## src/rtl/prio_tree_pkg.sv

```systemverilog
package prio_tree_pkg;
  localparam int unsigned DEF_PAIRS  = 64;
  localparam int unsigned DEF_DATA_W = 16;
endpackage

```

## src/rtl/prio_tree_node.sv

```systemverilog
// Merge of two sub-results; lower-index side takes precedence.
module prio_tree_node #(
  parameter int unsigned DATA_W = 16
) (
  input  logic              hit_lo_i,
  input  logic [DATA_W-1:0] val_lo_i,
  input  logic              hit_hi_i,
  input  logic [DATA_W-1:0] val_hi_i,
  output logic              hit_o,
  output logic [DATA_W-1:0] val_o
);
  assign hit_o = hit_lo_i | hit_hi_i;
  assign val_o = hit_lo_i ? val_lo_i : val_hi_i;
endmodule

```

## src/rtl/prio_tree_sub.sv

```systemverilog
// Recursive halving; a leaf gates its word so an empty subtree yields zero.
module prio_tree_sub #(
  parameter int unsigned N      = 64,
  parameter int unsigned DATA_W = 16
) (
  input  logic [N-1:0]        cond_i,
  input  logic [N*DATA_W-1:0] data_i,
  output logic                hit_o,
  output logic [DATA_W-1:0]   val_o
);
  if (N == 1) begin : g_leaf
    assign hit_o = cond_i[0];
    assign val_o = cond_i[0] ? data_i : '0;
  end else begin : g_split
    localparam int unsigned N_LO = N / 2;
    localparam int unsigned N_HI = N - N_LO;

    logic              hit_lo, hit_hi;
    logic [DATA_W-1:0] val_lo, val_hi;

    prio_tree_sub #(.N(N_LO), .DATA_W(DATA_W)) lo_i (
      .cond_i (cond_i[N_LO-1:0]),
      .data_i (data_i[N_LO*DATA_W-1:0]),
      .hit_o  (hit_lo),
      .val_o  (val_lo)
    );

    prio_tree_sub #(.N(N_HI), .DATA_W(DATA_W)) hi_i (
      .cond_i (cond_i[N-1:N_LO]),
      .data_i (data_i[N*DATA_W-1:N_LO*DATA_W]),
      .hit_o  (hit_hi),
      .val_o  (val_hi)
    );

    prio_tree_node #(.DATA_W(DATA_W)) node_i (
      .hit_lo_i (hit_lo),
      .val_lo_i (val_lo),
      .hit_hi_i (hit_hi),
      .val_hi_i (val_hi),
      .hit_o    (hit_o),
      .val_o    (val_o)
    );
  end
endmodule

```

## src/rtl/prio_tree_oreg.sv

```systemverilog
module prio_tree_oreg #(
  parameter int unsigned DATA_W = 16,
  parameter bit          EN     = 1'b1
) (
  input  logic              clk_i,
  input  logic              rst_ni,
  input  logic              hit_i,
  input  logic [DATA_W-1:0] val_i,
  output logic              hit_o,
  output logic [DATA_W-1:0] val_o
);
  if (EN) begin : g_reg
    always_ff @(posedge clk_i or negedge rst_ni) begin
      if (!rst_ni) begin
        hit_o <= 1'b0;
        val_o <= '0;
      end else begin
        hit_o <= hit_i;
        val_o <= val_i;
      end
    end
  end else begin : g_pass
    assign hit_o = hit_i;
    assign val_o = val_i;
  end
endmodule

```

## src/rtl/prio_tree_mux.sv

```systemverilog
module prio_tree_mux
  import prio_tree_pkg::*;
#(
  parameter int unsigned N_PAIRS = DEF_PAIRS,
  parameter int unsigned DATA_W  = DEF_DATA_W,
  parameter bit          OUT_REG = 1'b1
) (
  input  logic                      clk_i,
  input  logic                      rst_ni,
  input  logic [N_PAIRS-1:0]        cond_i,
  input  logic [N_PAIRS*DATA_W-1:0] data_i,
  output logic [DATA_W-1:0]         data_o,
  output logic                      hit_o
);
  logic              tree_hit;
  logic [DATA_W-1:0] tree_val;

  prio_tree_sub #(.N(N_PAIRS), .DATA_W(DATA_W)) tree_i (
    .cond_i (cond_i),
    .data_i (data_i),
    .hit_o  (tree_hit),
    .val_o  (tree_val)
  );

  prio_tree_oreg #(.DATA_W(DATA_W), .EN(OUT_REG)) oreg_i (
    .clk_i  (clk_i),
    .rst_ni (rst_ni),
    .hit_i  (tree_hit),
    .val_i  (tree_val),
    .hit_o  (hit_o),
    .val_o  (data_o)
  );
endmodule

```

## config.mk

```make
export PLATFORM = sky130hd
export DESIGN_NAME = prio_tree_mux
export DESIGN_NICKNAME = d
export VERILOG_FILES = /design/src/rtl/prio_tree_pkg.sv /design/src/rtl/prio_tree_node.sv /design/src/rtl/prio_tree_sub.sv /design/src/rtl/prio_tree_oreg.sv /design/src/rtl/prio_tree_mux.sv
export SDC_FILE = /design/constraint.sdc
export NUM_CORES = 1
export LEC_CHECK = 0
export CAP_MARGIN = 25
export CORE_AREA = 2 2 427 429
export DETAILED_ROUTE_END_ITERATION = 10
export DIE_AREA = 0 0 429 431
export GPL_TIMING_DRIVEN = 0
export PLACE_DENSITY = 0.33
export REMOVE_ABC_BUFFERS = 1
export SYNTH_ARGS = -nofsm -noshare
export SYNTH_HDL_FRONTEND = slang
export SYNTH_HIERARCHICAL = 1
export SYNTH_SLANG_ARGS = --single-unit
```

## constraint.sdc

```tcl
create_clock -name clk_i -period 1.14 [get_ports clk_i]
set_clock_uncertainty 0.2 [all_clocks]
set_input_delay 0.171 -clock clk_i [delete_from_list [all_inputs] [get_ports clk_i]]
set_output_delay 0.171 -clock clk_i [all_outputs]
set_load 0.03 [all_outputs]
```

# Word level (Yosys, flattened, before mapping)
# Index checks and enable logic that the tools add are counted.
[totals] inputBits=1090 word_cells=160 output_inout_bits=17 ff_bits=17
[op_classes] mux=95 bitwise_logic=63
[ops] operator="16-bit 2-to-1 mux" count=95
[ops] operator="1-bit OR" count=63

# Logic depth before layout (Yosys ltp)
[logic_depth] depth_word=7 depth_mapped=19 depth_no_buf=7

# Modules after synthesis
# The synthesis kept the hierarchy.
[by_module_without_submodules] module="prio_tree_node" n_inst=63 seq_area_each_um2=0.0 cells_per_inst=19 area_per_inst_um2=251.5
[by_module_without_submodules] module="prio_tree_sub (tree_i.g_split.hi_i.g_split.hi_i.g_split.hi_i.g_split.hi_i.g_split.hi_i.g_split.hi_i ...)" n_inst=64 seq_area_each_um2=0.0 cells_per_inst=18 area_per_inst_um2=133.9
[by_module_without_submodules] module="prio_tree_oreg" n_inst=1 seq_area_each_um2=425.4 cells_per_inst=17 area_per_inst_um2=425.4

# Worst setup path before layout
# No wires, ideal clock.
[synth_timing] path_kind="input to register" start="in cond_i[0]" end="reg oreg_i.val_o[10]" t_required_ns=0.815 path_buffers=13 arrival_ns=3.366 path_slack_ns=-2.551 setup_ns=0.125 path_stages=19 path_cell_list="buf_4 > buf_6 > buf_12 > or2_1 > buf_6 > buf_12 > or2_1 > buf_6 > buf_12 > or2_1 > buf_6 > buf_12 > or2_1 > buf_6 > buf_12 > or2_1 > buf_6 > buf_12 > mux2_4"
[synth_via] elab_chain_len=6 word_cells_on_any_way=11 cone_classes="mux: 6; bitwise: 5"
[synth_lines] item="from (decl)" line="prio_tree_mux.sv:10" text="input logic [N_PAIRS-1:0] cond_i,"
[synth_lines] item="1-bit OR" line="prio_tree_node.sv:12" text="assign hit_o = hit_lo_i | hit_hi_i;"
[synth_lines] item="net tree_i.g_split.lo_i.g_split.lo_i.g_split.lo_i.g_split.lo_i.g_split.hit_lo" line="prio_tree_sub.sv:18" text="logic hit_lo, hit_hi;"
[synth_lines] item="1-bit OR" line="prio_tree_node.sv:12"
[synth_lines] item="net tree_i.g_split.lo_i.g_split.lo_i.g_split.lo_i.g_split.hit_lo" line="prio_tree_sub.sv:18"
[synth_lines] item="1-bit OR" line="prio_tree_node.sv:12"
[synth_lines] item="net tree_i.g_split.lo_i.g_split.lo_i.g_split.hit_lo" line="prio_tree_sub.sv:18"
[synth_lines] item="1-bit OR" line="prio_tree_node.sv:12"
[synth_lines] item="net tree_i.g_split.lo_i.g_split.hit_lo" line="prio_tree_sub.sv:18"
[synth_lines] item="1-bit OR" line="prio_tree_node.sv:12"
[synth_lines] item="net tree_i.g_split.hit_lo" line="prio_tree_sub.sv:18"
[synth_lines] item="16-bit 2-to-1 mux" line="prio_tree_node.sv:13" text="assign val_o = hit_lo_i ? val_lo_i : val_hi_i;"
[synth_lines] item="net tree_val[10]" line="prio_tree_mux.sv:16" text="logic [DATA_W-1:0] tree_val;"
[synth_lines] item="to (signal assigned)" line="prio_tree_oreg.sv:19" text="val_o <= val_i;"
[synth_lines] item="to (decl)" line="prio_tree_oreg.sv:10" text="output logic [DATA_W-1:0] val_o"
# The timed path passes the listed nets, and every way through them passes these cells.

# Worst setup path in the final report
[layout_timing] start="in data_i[59]" end="reg oreg_i.val_o[11]"
[layout_via] elab_chain_len=7
[layout_lines] item="from (decl)" line="prio_tree_mux.sv:11" text="input logic [N_PAIRS*DATA_W-1:0] data_i,"
[layout_lines] item="16-bit 2-to-1 mux" line="prio_tree_sub.sv:13" text="assign val_o = cond_i[0] ? data_i : '0;"
[layout_lines] item="net tree_i.g_split.lo_i.g_split.lo_i.g_split.lo_i.g_split.lo_i.g_split.hi_i.g_split.val_hi[11]" line="prio_tree_sub.sv:19" text="logic [DATA_W-1:0] val_lo, val_hi;"
[layout_lines] item="16-bit 2-to-1 mux" line="prio_tree_node.sv:13"
[layout_lines] item="net tree_i.g_split.lo_i.g_split.lo_i.g_split.lo_i.g_split.lo_i.g_split.val_hi[11]" line="prio_tree_sub.sv:19"
[layout_lines] item="16-bit 2-to-1 mux" line="prio_tree_node.sv:13"
[layout_lines] item="net tree_i.g_split.lo_i.g_split.lo_i.g_split.lo_i.g_split.val_lo[11]" line="prio_tree_sub.sv:19"
[layout_lines] item="16-bit 2-to-1 mux" line="prio_tree_node.sv:13"
[layout_lines] item="net tree_i.g_split.lo_i.g_split.lo_i.g_split.val_lo[11]" line="prio_tree_sub.sv:19"
[layout_lines] item="16-bit 2-to-1 mux" line="prio_tree_node.sv:13"
[layout_lines] item="net tree_i.g_split.lo_i.g_split.val_lo[11]" line="prio_tree_sub.sv:19"
[layout_lines] item="16-bit 2-to-1 mux" line="prio_tree_node.sv:13"
[layout_lines] item="net tree_i.g_split.val_lo[11]" line="prio_tree_sub.sv:19"
[layout_lines] item="16-bit 2-to-1 mux" line="prio_tree_node.sv:13"
[layout_lines] item="net tree_val[11]" line="prio_tree_mux.sv:16"
# The timed path passes the listed nets, and every way through them passes these cells.

==> flow_summary.yaml <==
detailed_routing:
  wl_per_cell_um: 24.9
  via_per_inst: 3.48
  first_pass_iters: 4
  ant_nets: 0
  routed_wl_mm: 143
  num_vias: 19987
  initialDrtViolationCount: 523
  drc: 0
timing:
  max_slew_margin: 0.695
  setup_violations: 34
  holdWs_ns: -0.00737
  fin_crit_sh: 2.24
  report.final.slew_viol_count: 0
  hold_viol: 6
  rsz0062_at_grt: "yes"
  fmax_mhz: 392
  worst_slew_pin_slew_ns: 0.457
  fin_crit_ns: 2.55
  fin_ws_ns: -1.41
pwr:
  power_density_mw_per_mm2: 391
  peakVddDrop_mv: 0.365
  p_leak_nw: 16.9
global_route:
  antenna_found_initial: 38
  grt_start_max_net_pins: 34
  track_usage: 0.148
  globalRouteOverflowTotal: 0
  grt_pass1_vias: 21833
  grt_first_pass_wirelength_mm: 190
logic_synthesis:
  synth.distinct_cells: 9
  synth-seq-cells: 17
  synth_warnings: 6
  synth.top_cell.area_share: 0.343
  ys_top_cells_by_area: "mux2_4, and2_2, mux2_2"
  synth.avg_cell_area_sq_um: 10.5
  netlist_area_sq_mm: 0.0248
  yosysTopAreaCell: "mux2_4"
  ys_seq_area_frac: 0.0171
  netlist_instances: 2366
clock_tree:
  htreeDepth: 1
  clk_path_buf_depth: 2
  cts-root-buf: "clkbuf_16"
  cts_tree: "done"
  clock_sinks: 17
  cts_buffers: 3
  clk_pin_slew_ns: 0.06
final_layout:
  multi_input_area_sq_mm: 0.0220
  fin_nets: 4444
  fin_util: 0.213
  area_growth_pct: 54.2
  n_fill_cell: 19915
  register_area_sq_um: 427
  drive_gt1_frac: 0.606
floorplanning:
  start_util: 0.138
  rows: 156
  die_area_sq_mm: 0.185
  design.core.area_sq_mm: 0.180
  io_pins: 1107
  die_h_um: 431
  die-width_um: 429
outcome:
  violations: "negative hold slack, negative setup slack"
  status: "finished with violations"
place:
  routabilityCongestion: 0.770
  dp_hpwl_mm: 119
  port_buffers: 1106
  dp_slack_ns: -4.27
critical_path:
  crit_type: "primary input to flop"
  crit_path_start_kind: "primary input"
  cp_max_fo: 1
  worstPathRequired_ns: 1.10
  cp.arrival_ns: 2.51
  critPathCaptureType: "flop"
run:
  max_cap_viol_count: 0
hold_path:
  hold_class: "primary input to async pin"
sequential cells by signal, summed over array words and instances (netlist names):
name	count
oreg_i/val_o	16
oreg_i/hit_o	1
layout make-up:
type	instances	share of cell area
repair buffers	1234	0.335
diodes	18	0.00118
multi-input cells	2098	0.574
flip-flops and latches	17	0.0111
well taps	2370	0.0774
clock buffers	4	0.00206
path summary, 6_finish.rpt:
path | from | end | slack, ns
setup / recovery | data_i[59] | oreg_i/val_o[11] | -1.41
hold / removal | rst_ni | oreg_i/val_o[14] | -0.007
min in group clk_i | cond_i[62] | oreg_i/hit_o | 0.60
max in group asynchronous | rst_ni | oreg_i/val_o[8] | 0.27
Yosys cell counts (all sizes together):
master / n
and2: 1024
buf: 254
dfrtp: 17
mux2: 1008
or2: 63
critical path, cell delays in order:
cell,delay [ns]
clkdlybuf4s50_1,0.40
and2_1,0.16
mux2_4,0.29
mux2_4,0.28
mux2_4,0.30
mux2_4,0.32
mux2_4,0.31
mux2_4,0.26
cells in the final DEF, fill, tap and decap left out, types with 33 or more instances in the layout:
cell type and n:
clkdlybuf4s50_1 954, and2_1 246, mux2_2 312, and2_4 99, buf_4 94, buf_6 37
and2_2 679, dlygate4sd2_1 66, or2_4 33, mux2_4 696
per-layer routing:
metal,vias up,routed length [um],part of all wire,track usage
li1,9903,-,-,-
met5,-,177,0.0012,0
met1,9401,53800,0.38,0.158
met3,81,7260,0.051,0.0297
met2,570,80300,0.56,0.301
met4,32,1650,0.012,0.0215
stage by stage:
step | hold slack (ns) | TNS (ns) | cell area, sq um | power [mW] | instances
detailed placement | 0.295 | -77.45 | 36200 | 13.7 | 5616
global route | 0.0152 | -24.93 | 38300 | 16.0 | 5732
finish | -0.00737 | -23.92 | 38300 | 15.0 | 5741
CTS | -0.00672 | -24.40 | 38100 | 15.4 | 5718
floorplan | -0.325 | -47.24 | 21700 | 6.60 | 2112
global placement | 0.658 | -129.53 | 35700 | 13.7 | 5588
cells by family (layout without fill, tap and decap cells):
kind of cell / count (synthesis) / in the layout / share of synthesized area
AND/OR/NAND/NOR: 1087 / 1090 / 0.312
multiplexers: 1008 / 1008 / 0.543
buffers and inverters: 254 / 1238 / 0.128
flip-flops: 17 / 17 / 0.0171
other: 0 / 18 / 0
where the power goes:
| part | switching, mW | internal (mW) | total, mW | leakage (nW) |
|---|---|---|---|---|
| clock network | 0.308 | 0.479 | 0.787 | 0.0383 |
| logic | 4.64 | 8.84 | 13.5 | 16.7 |
| registers | 0.0291 | 0.661 | 0.690 | 0.214 |
what timing repair did:
action                                  4_1_cts  5_1_grt
endpoints found under the setup margin       34       34
gates cloned                                  9        1
buffers inserted                             89        4
endpoints found under the hold margin         6        0
resized for setup                           731       36
pin swaps                                    31        4
(Power assumes the default switching activity.)
